--- src/rtl/page_wbuf_pkg.sv ---
package page_wbuf_pkg;
  typedef enum logic [1:0] {
    PW_IDLE = 2'd0,
    PW_LOAD = 2'd1,
    PW_PROG = 2'd2
  } pw_state_e;
endpackage

--- src/rtl/page_wbuf_store.sv ---
module page_wbuf_store #(
  parameter int PAGE_W = 8,
  parameter int DATA_W = 8
) (
  input  logic              clk,
  input  logic              rst_n,
  input  logic              clr_all,
  input  logic              wr_en,
  input  logic [PAGE_W-1:0] wr_idx,
  input  logic [DATA_W-1:0] wr_data,
  input  logic [PAGE_W-1:0] rd_idx,
  input  logic              rd_clr,
  output logic [DATA_W-1:0] rd_data,
  output logic              rd_vld
);
  localparam int PAGE_BYTES = 1 << PAGE_W;

  logic [DATA_W-1:0]     mem_q [PAGE_BYTES];
  logic [PAGE_BYTES-1:0] vld_q;

  always_ff @(posedge clk) begin
    if (wr_en && !clr_all) mem_q[wr_idx] <= wr_data;
  end

  always_ff @(posedge clk or negedge rst_n) begin
    if (!rst_n) begin
      vld_q <= '0;
    end else if (clr_all) begin
      vld_q <= '0;
    end else begin
      if (wr_en)  vld_q[wr_idx] <= 1'b1;
      if (rd_clr) vld_q[rd_idx] <= 1'b0;
    end
  end

  assign rd_data = mem_q[rd_idx];
  assign rd_vld  = vld_q[rd_idx];

  // a discard leaves no location marked as loaded
  a_r3_clear_all: assert property (@(posedge clk) disable iff (!rst_n)
    clr_all |=> (vld_q == '0));

  // a committed location is not offered twice
  a_r5_once: assert property (@(posedge clk) disable iff (!rst_n)
    (rd_clr && !wr_en && !clr_all) |=> !vld_q[$past(rd_idx)]);
endmodule

--- src/rtl/page_wbuf_timer.sv ---
module page_wbuf_timer #(
  parameter int PROG_CYCLES = 500000
) (
  input  logic clk,
  input  logic rst_n,
  input  logic start,
  output logic run,
  output logic done
);
  localparam int CNT_W = $clog2(PROG_CYCLES + 1);

  logic [CNT_W-1:0] cnt_q;
  logic             run_q;

  always_ff @(posedge clk or negedge rst_n) begin
    if (!rst_n) begin
      cnt_q <= '0;
      run_q <= 1'b0;
    end else if (start && !run_q) begin
      cnt_q <= CNT_W'(PROG_CYCLES - 1);
      run_q <= 1'b1;
    end else if (run_q) begin
      if (cnt_q == '0) run_q <= 1'b0;
      else             cnt_q <= cnt_q - 1'b1;
    end
  end

  assign run  = run_q;
  assign done = run_q && (cnt_q == '0);

  // the timer never stops early
  a_r4_count_down: assert property (@(posedge clk) disable iff (!rst_n)
    (run_q && !done) |=> (run_q && (cnt_q == $past(cnt_q) - 1'b1)));
endmodule

--- src/rtl/page_wbuf.sv ---
module page_wbuf
  import page_wbuf_pkg::*;
#(
  parameter int ADDR_W      = 17,
  parameter int PAGE_W      = 8,
  parameter int DATA_W      = 8,
  parameter int PROG_CYCLES = 500000
) (
  input  logic              clk,
  input  logic              rst_n,
  input  logic              txn_open,
  input  logic [ADDR_W-1:0] txn_addr,
  input  logic              byte_valid,
  output logic              byte_ready,
  input  logic [DATA_W-1:0] byte_data,
  input  logic              stop,
  input  logic              wp,
  output logic              busy,
  output logic [ADDR_W-1:0] next_addr,
  output logic              pgm_valid,
  output logic [ADDR_W-1:0] pgm_addr,
  output logic [DATA_W-1:0] pgm_data
);
  localparam int PG_W   = ADDR_W - PAGE_W;
  localparam int SCAN_W = PAGE_W + 1;

  pw_state_e         state_q, state_d;
  logic [PG_W-1:0]   page_q, page_d;
  logic [PAGE_W-1:0] ptr_q, ptr_d;
  logic              have_q, have_d;
  logic [SCAN_W-1:0] scan_q, scan_d;
  logic              clr_all, accept, tmr_start, tmr_run, tmr_done;
  logic              rd_vld, scan_live;
  logic [DATA_W-1:0] rd_data;

  assign byte_ready = (state_q == PW_LOAD);
  assign accept     = byte_valid && byte_ready;
  assign busy       = (state_q == PW_PROG);
  assign scan_live  = busy && !scan_q[PAGE_W];

  always_comb begin
    state_d   = state_q;
    page_d    = page_q;
    ptr_d     = ptr_q;
    have_d    = have_q;
    scan_d    = scan_q;
    clr_all   = 1'b0;
    tmr_start = 1'b0;
    unique case (state_q)
      PW_IDLE: begin
        if (txn_open) begin
          state_d = PW_LOAD;
          page_d  = txn_addr[ADDR_W-1:PAGE_W];
          ptr_d   = txn_addr[PAGE_W-1:0];
          have_d  = 1'b0;
          clr_all = 1'b1;
        end
      end
      PW_LOAD: begin
        if (accept) begin
          ptr_d  = ptr_q + 1'b1;
          have_d = 1'b1;
        end
        if (stop) begin
          if (wp || !(have_q || accept)) begin
            state_d = PW_IDLE;
            clr_all = 1'b1;
            have_d  = 1'b0;
          end else begin
            state_d   = PW_PROG;
            tmr_start = 1'b1;
            scan_d    = '0;
          end
        end else if (txn_open) begin
          page_d  = txn_addr[ADDR_W-1:PAGE_W];
          ptr_d   = txn_addr[PAGE_W-1:0];
          have_d  = 1'b0;
          clr_all = 1'b1;
        end
      end
      PW_PROG: begin
        if (scan_live) scan_d = scan_q + 1'b1;
        if (tmr_done) begin
          state_d = PW_IDLE;
          have_d  = 1'b0;
        end
      end
      default: state_d = PW_IDLE;
    endcase
  end

  always_ff @(posedge clk or negedge rst_n) begin
    if (!rst_n) begin
      state_q <= PW_IDLE;
      page_q  <= '0;
      ptr_q   <= '0;
      have_q  <= 1'b0;
      scan_q  <= '0;
    end else begin
      state_q <= state_d;
      page_q  <= page_d;
      ptr_q   <= ptr_d;
      have_q  <= have_d;
      scan_q  <= scan_d;
    end
  end

  page_wbuf_store #(.PAGE_W(PAGE_W), .DATA_W(DATA_W)) u_store (
    .clk     (clk),
    .rst_n   (rst_n),
    .clr_all (clr_all),
    .wr_en   (accept),
    .wr_idx  (ptr_q),
    .wr_data (byte_data),
    .rd_idx  (scan_q[PAGE_W-1:0]),
    .rd_clr  (pgm_valid),
    .rd_data (rd_data),
    .rd_vld  (rd_vld)
  );

  page_wbuf_timer #(.PROG_CYCLES(PROG_CYCLES)) u_timer (
    .clk   (clk),
    .rst_n (rst_n),
    .start (tmr_start),
    .run   (tmr_run),
    .done  (tmr_done)
  );

  assign next_addr = {page_q, ptr_q};
  assign pgm_valid = scan_live && rd_vld;
  assign pgm_addr  = {page_q, scan_q[PAGE_W-1:0]};
  assign pgm_data  = rd_data;

  // programming only begins from a stop
  a_r4_enter_on_stop: assert property (@(posedge clk) disable iff (!rst_n)
    $rose(busy) |-> $past(stop));

  // busy tracks the program timer
  a_r4_busy_timer: assert property (@(posedge clk) disable iff (!rst_n)
    busy == tmr_run);

  // array writes only inside the program cycle
  a_r5_commit_in_busy: assert property (@(posedge clk) disable iff (!rst_n)
    pgm_valid |-> busy);

  // a plain accepted byte steps only the low pointer
  a_r2_ptr_step: assert property (@(posedge clk) disable iff (!rst_n)
    (accept && !stop && !txn_open) |=>
      (next_addr[PAGE_W-1:0] == PAGE_W'($past(next_addr[PAGE_W-1:0]) + 1'b1)) &&
      (next_addr[ADDR_W-1:PAGE_W] == $past(next_addr[ADDR_W-1:PAGE_W])));

  // the reported address is frozen while programming
  a_r6_hold_addr: assert property (@(posedge clk) disable iff (!rst_n)
    busy |=> $stable(next_addr));

  // a protected stop never starts a program cycle
  a_r7_protect: assert property (@(posedge clk) disable iff (!rst_n)
    (byte_ready && stop && wp) |=> !busy);
endmodule

--- config.mk ---
export PLATFORM = sky130hd
export DESIGN_NAME = page_wbuf
export DESIGN_NICKNAME = d
export VERILOG_FILES = /design/src/rtl/page_wbuf_pkg.sv /design/src/rtl/page_wbuf_store.sv /design/src/rtl/page_wbuf_timer.sv /design/src/rtl/page_wbuf.sv
export SDC_FILE = /design/constraint.sdc
export NUM_CORES = 2
export LEC_CHECK = 0
export BUFFER_PORTS_ARGS = -buffer_cell sky130_fd_sc_hd__buf_2
export CAP_MARGIN = 20
export CORE_ASPECT_RATIO = 0.9
export CORE_UTILIZATION = 40
export CTS_CLUSTER_DIAMETER = 100
export DETAILED_ROUTE_END_ITERATION = 12
export GPL_TIMING_DRIVEN = 0
export PLACE_DENSITY_LB_ADDON = 0.05
export SYNTH_ARGS = -nofsm -noshare
export SYNTH_HDL_FRONTEND = slang
export SYNTH_SLANG_ARGS = --single-unit
--- constraint.sdc ---
create_clock -name clk -period 7.65 [get_ports clk]
set_clock_uncertainty 0.1 [all_clocks]
set_input_delay 1.9125 -clock clk [delete_from_list [all_inputs] [get_ports clk]]
set_output_delay 1.9125 -clock clk [all_outputs]
set_load 0.03 [all_outputs]
==> results.txt <==
- At the pin with the least slew margin, the transition time is roughly 1300 ps.
* Number of storage elements in the synthesis netlist: between 2000 and 2500
- Proportion of power drawn by combinational gates: 36.3%
* Final antenna-violating net count: 0
* Length of the first detailed-routing pass in iterations: 8
- CTS placed an instance of sky130_fd_sc_hd__clkbuf_16 at the clock tree root.
* Number of buffers on the longest clock path: 3
- Instance area at placement: between 100000 and 150000 um2
- The number of clock buffers added by TritonCTS is between 200 and 250.
- Share of layout cells above drive strength 1: 31.8%
* Post-synthesis cell count: roughly 4700
- Power dissipated by switching net loads: approximately 15 mW
- The run finished, with violations left.
- Detailed placement finished with a half-perimeter wire length of slightly below 300000 um.
- Die boundary width: ~500 um
- Share of synthesized flip-flops with an asynchronous set or reset: between 10% and 20%
* Seq/Total Area, Yosys: roughly three quarters
- Element type at the critical path end: primary output
- Number of warning messages in the yosys log: 0
* Path type of the worst setup path: reg -> out
- Setup violations, final: 1
- Mapped cell area: about 94000 um2
* Area contributors post-synth: sky130_fd_sc_hd__edfxtp_1 (66%), sky130_fd_sc_hd__mux4_2 (16%), sky130_fd_sc_hd__dfrtp_1 (8.2%), sky130_fd_sc_hd__a21oi_1 (2.1%), sky130_fd_sc_hd__nor2_1 (1.3%)
* H-tree depth: 4
* Clock network latency to the later pin of the worst-skew pair: 900 ps
- Of the total power, the clock network draws 28.9%.
* CTS hold repair buffers: 0
* Initial antenna violation count: 44
- After detailed routing, the average wire length per cell comes to 49.4 um.
* Most area-hungry cell type in the Yosys netlist: sky130_fd_sc_hd__edfxtp_1
- Minimum setup slack in the final design: -44.0 ps
- HP Class: reg -> reg
- The number of global-route vias before repair is roughly 53000.
* Sequential power share: approximately a third
- The detailed router placed between 50000 and 60000 vias in this run.
* Weighted congestion at the end of routability-driven global placement: approximately 1.0
- Starting DRC count in detailed routing: 9061
- Kind of start point of the critical path: register
- Number of remaining DRC errors: 0
- Post-route non-filler standard cell count: between 8000 and 9000
* Post-synth top area share: around two thirds
* Pre-CTS WS: -1220 ps
- Entering global routing, the biggest net connects approximately 140 pins.
- Placeable core area: between 200000 and 250000 um2
* Total Die Area: roughly 240000 um2
* CTS sink count: between 2000 and 2500
* Tightest slew margin relative to the limit: roughly 16%
* TritonCTS clock tree: yes
- Starting density of the core: approximately 40%
* Number of placement rows: 168
- The number of pins exceeding their max-slew limit in the final report was 0.
* Largest fanout of any net on the critical path: 10
- During I/O placement, the number of pins put on the boundary was 76.
- Final clock period utilization by the worst path: 101%
* Number of enable-type register cells in the synthesized netlist: between 2000 and 2500
* Required time at the endpoint of the critical path: 5640 ps
- Total of buffers placed on input and output ports: between 70 and 80
- Predominant post-synthesis flop cell: sky130_fd_sc_hd__edfxtp_1
* Setup repair after global routing missed its margin: false
- Global routing consumed, over all layers together, a little over a third of the routing resources.
* Layout Nets: 5299
- After clock tree synthesis, the clock-pin slew on the worst setup and hold paths is ~60 ps.
- The total overflow left after global routing is 0.
- Data arrival time of the worst path: 5680 ps
- Cell total after placement: roughly 8100
- The number of nets handed over by synthesis was between 4000 and 5000.
* Vias per Instance: approximately 6.6
- Largest vdd supply drop: 0.300 mV
* Die Span Y: between 400 and 500 um
- The average instance in the mapped netlist occupies between 20 and 25 um2.
- Summed over all layers, the routed wires come to approximately 420000 um.
- For this design the ratio of total power to cell area is around 370 nW/um2.
* Count of different cell masters after synthesis: 67
- Failing checks: negative setup slack
* Max-cap viol count: 0
- First-pass GRT wire length: between 500000 and 600000 um
- For this run, the share of the core covered by cells in the final layout is a little under half.
* Synthesis-to-finish area growth: 18.1%
- Net switching fraction of the power: 38.1%
- Cell leakage power: 35.9 nW
* Final instance area: 110000 um2
- Fill cells in the final layout number around 19000.
- The number of endpoints with negative hold slack in the final report came to 0.
- Fmax achieved: around 130 MHz
* Post-route minimum period: around 7700 ps
* Cell-internal power: between 20 and 30 mW
==> power groups by stage <==
| stage | Combinational (mW) | Clock (mW) | Sequential [mW] |
|---|---|---|---|
| CTS | 14.4 | 11.8 | 14.2 |
| global route | 14.6 | 12.3 | 14.2 |
| finish | 14.7 | 11.7 | 14.2 |
| global placement | 13.6 | 0 | 14.5 |
| floorplan | 5.98 | 0 | 14.5 |
| detailed placement | 14.0 | 0 | 14.4 |
==> state kept, by name, summed over array words and instances (netlist names) <==
register,flops
u_store.mem_q,2048
u_store.vld_q,256
u_timer.cnt_q,19
page_q,9
scan_q,9
ptr_q,8
state_q,2
have_q,1
u_timer.run,1
==> synthesized netlist by cell type, types with 3 or more instances <==
cell type	count
sky130_fd_sc_hd__a31oi_1	140
sky130_fd_sc_hd__ha_1	9
sky130_fd_sc_hd__mux2_2	18
sky130_fd_sc_hd__buf_1	41
sky130_fd_sc_hd__edfxtp_1	2048
sky130_fd_sc_hd__a32oi_1	3
sky130_fd_sc_hd__nor3_1	24
sky130_fd_sc_hd__a22oi_1	50
sky130_fd_sc_hd__a31o_2	4
sky130_fd_sc_hd__o211ai_1	5
sky130_fd_sc_hd__buf_2	65
sky130_fd_sc_hd__and3_1	5
sky130_fd_sc_hd__nor4_1	9
sky130_fd_sc_hd__a22o_1	3
sky130_fd_sc_hd__clkbuf_1	136
sky130_fd_sc_hd__nor2_1	314
sky130_fd_sc_hd__and2_1	4
sky130_fd_sc_hd__or4_1	4
sky130_fd_sc_hd__a21oi_1	395
sky130_fd_sc_hd__nand3_1	38
sky130_fd_sc_hd__buf_4	62
sky130_fd_sc_hd__nor3b_1	5
sky130_fd_sc_hd__o22ai_1	10
sky130_fd_sc_hd__mux2i_1	49
sky130_fd_sc_hd__o31ai_1	3
sky130_fd_sc_hd__nand2b_1	12
sky130_fd_sc_hd__mux4_2	685
sky130_fd_sc_hd__o21ai_0	13
sky130_fd_sc_hd__inv_1	11
sky130_fd_sc_hd__buf_8	6
sky130_fd_sc_hd__buf_6	15
sky130_fd_sc_hd__nand4_1	14
sky130_fd_sc_hd__nor2b_1	18
sky130_fd_sc_hd__mux4_1	3
sky130_fd_sc_hd__xnor2_1	14
sky130_fd_sc_hd__or2_2	5
sky130_fd_sc_hd__nand2_1	71
sky130_fd_sc_hd__or3_1	10
sky130_fd_sc_hd__dfrtp_1	305
sky130_fd_sc_hd__and4_1	3
sky130_fd_sc_hd__a221o_1	5
sky130_fd_sc_hd__xor2_1	5
==> final timing paths <==
kind | from | endpoint | slack, ps | cells past startpoint
worst max-delay path | scan_q[1]$_DFFE_PN0P_ | pgm_data[1] | -40 | 13
worst min-delay path | u_timer.cnt_q[16]$_DFFE_PN0P_ | u_timer.cnt_q[16]$_DFFE_PN0P_ | 420 | 2
worst max register to register | state_q[0]$_DFFE_PN0P_ | u_store.mem_q[71][7]$_DFFE_PP_ | 1960 | 10
worst min register to register | u_timer.cnt_q[16]$_DFFE_PN0P_ | u_timer.cnt_q[16]$_DFFE_PN0P_ | 420 | 2
max in group asynchronous | rst_n | u_store.vld_q[243]$_DFF_PN0_ | 5200 | 2
min in group asynchronous | rst_n | page_q[3]$_DFFE_PN0P_ | 940 | 1
==> critical path, cell delays in order (launching register included) <==
cell and delay [ps]:
sky130_fd_sc_hd__dfrtp_2 490, sky130_fd_sc_hd__clkbuf_4 270, sky130_fd_sc_hd__buf_6 260, sky130_fd_sc_hd__buf_4 310, sky130_fd_sc_hd__buf_12 280, sky130_fd_sc_hd__buf_4 280
sky130_fd_sc_hd__buf_12 210, sky130_fd_sc_hd__mux4_2 370, sky130_fd_sc_hd__mux4_2 560, sky130_fd_sc_hd__a22oi_2 490, sky130_fd_sc_hd__nand4_1 370, sky130_fd_sc_hd__nor3_4 420
sky130_fd_sc_hd__nand2_1 160, sky130_fd_sc_hd__buf_2 210
==> placed cells by master (no fill, tap or decap), drive strengths merged, types with 4 or more instances in the layout <==
master,n
a21oi,395
a221o,5
a22oi,50
a31o,4
a31oi,140
and2,4
and3,5
buf,532
bufinv,17
clkbuf,442
clkinv,112
clkinvlp,10
dfrtp,305
diode,14
edfxtp,2048
ha,9
inv,14
mux2,18
mux2i,49
mux4,689
nand2,71
nand2b,12
nand3,38
nand4,14
nor2,315
nor2b,19
nor3,25
nor3b,5
nor4,9
o211ai,5
o21ai,17
o22ai,10
or2,5
or3,10
or4,4
xnor2,14
xor2,5
==> timing repair <==
item,CTS,global route
endpoints found under the setup margin,9,0
gates resized for setup,210,0
buffers inserted,1,0
==> cell type report <==
cell class                 count  area [um2]  share of cell area, %
multi-input combinational   1977       23000                   20.8
inverter                      12        45.0                 0.0408
clock inverter               141        1270                   1.15
sequential                  2353       69100                   62.6
timing repair buffer         352        4280                   3.87
clock buffer                 304        6420                   5.82
buffer                       322        2450                   2.22
tap                         3060        3830                   3.47
antenna                       14        35.0                 0.0317
==> routing by layer <==
metal	track usage [%]	part of all wire [%]
met4	18.0	5.9
met3	10.3	10
met2	51.4	43
met1	49.7	41
met5	0.409	0.057
==> metrics by stage <==
step	TNS, ps	hold WS [ps]	power, mW
2_1_floorplan	0	376	20.5
3_3_place_gp	-624320	393	28.1
3_5_place_dp	-3880	403	28.5
4_1_cts	0	417	40.4
5_1_grt	0	429	41.0
6_report	-44.0	416	40.6
==> cell families after synthesis <==
group	count (synthesis)	share of synthesized area, %
AO/OA/AOI/OAI	653	4.01
flip-flops	2353	73.9
adder cells (fa/ha/maj)	9	0.120
buffers and inverters	339	1.90
multiplexers	756	17.3
XOR/XNOR	19	0.178
AND/OR/NAND/NOR	540	2.53
(Power assumes the default switching activity.)
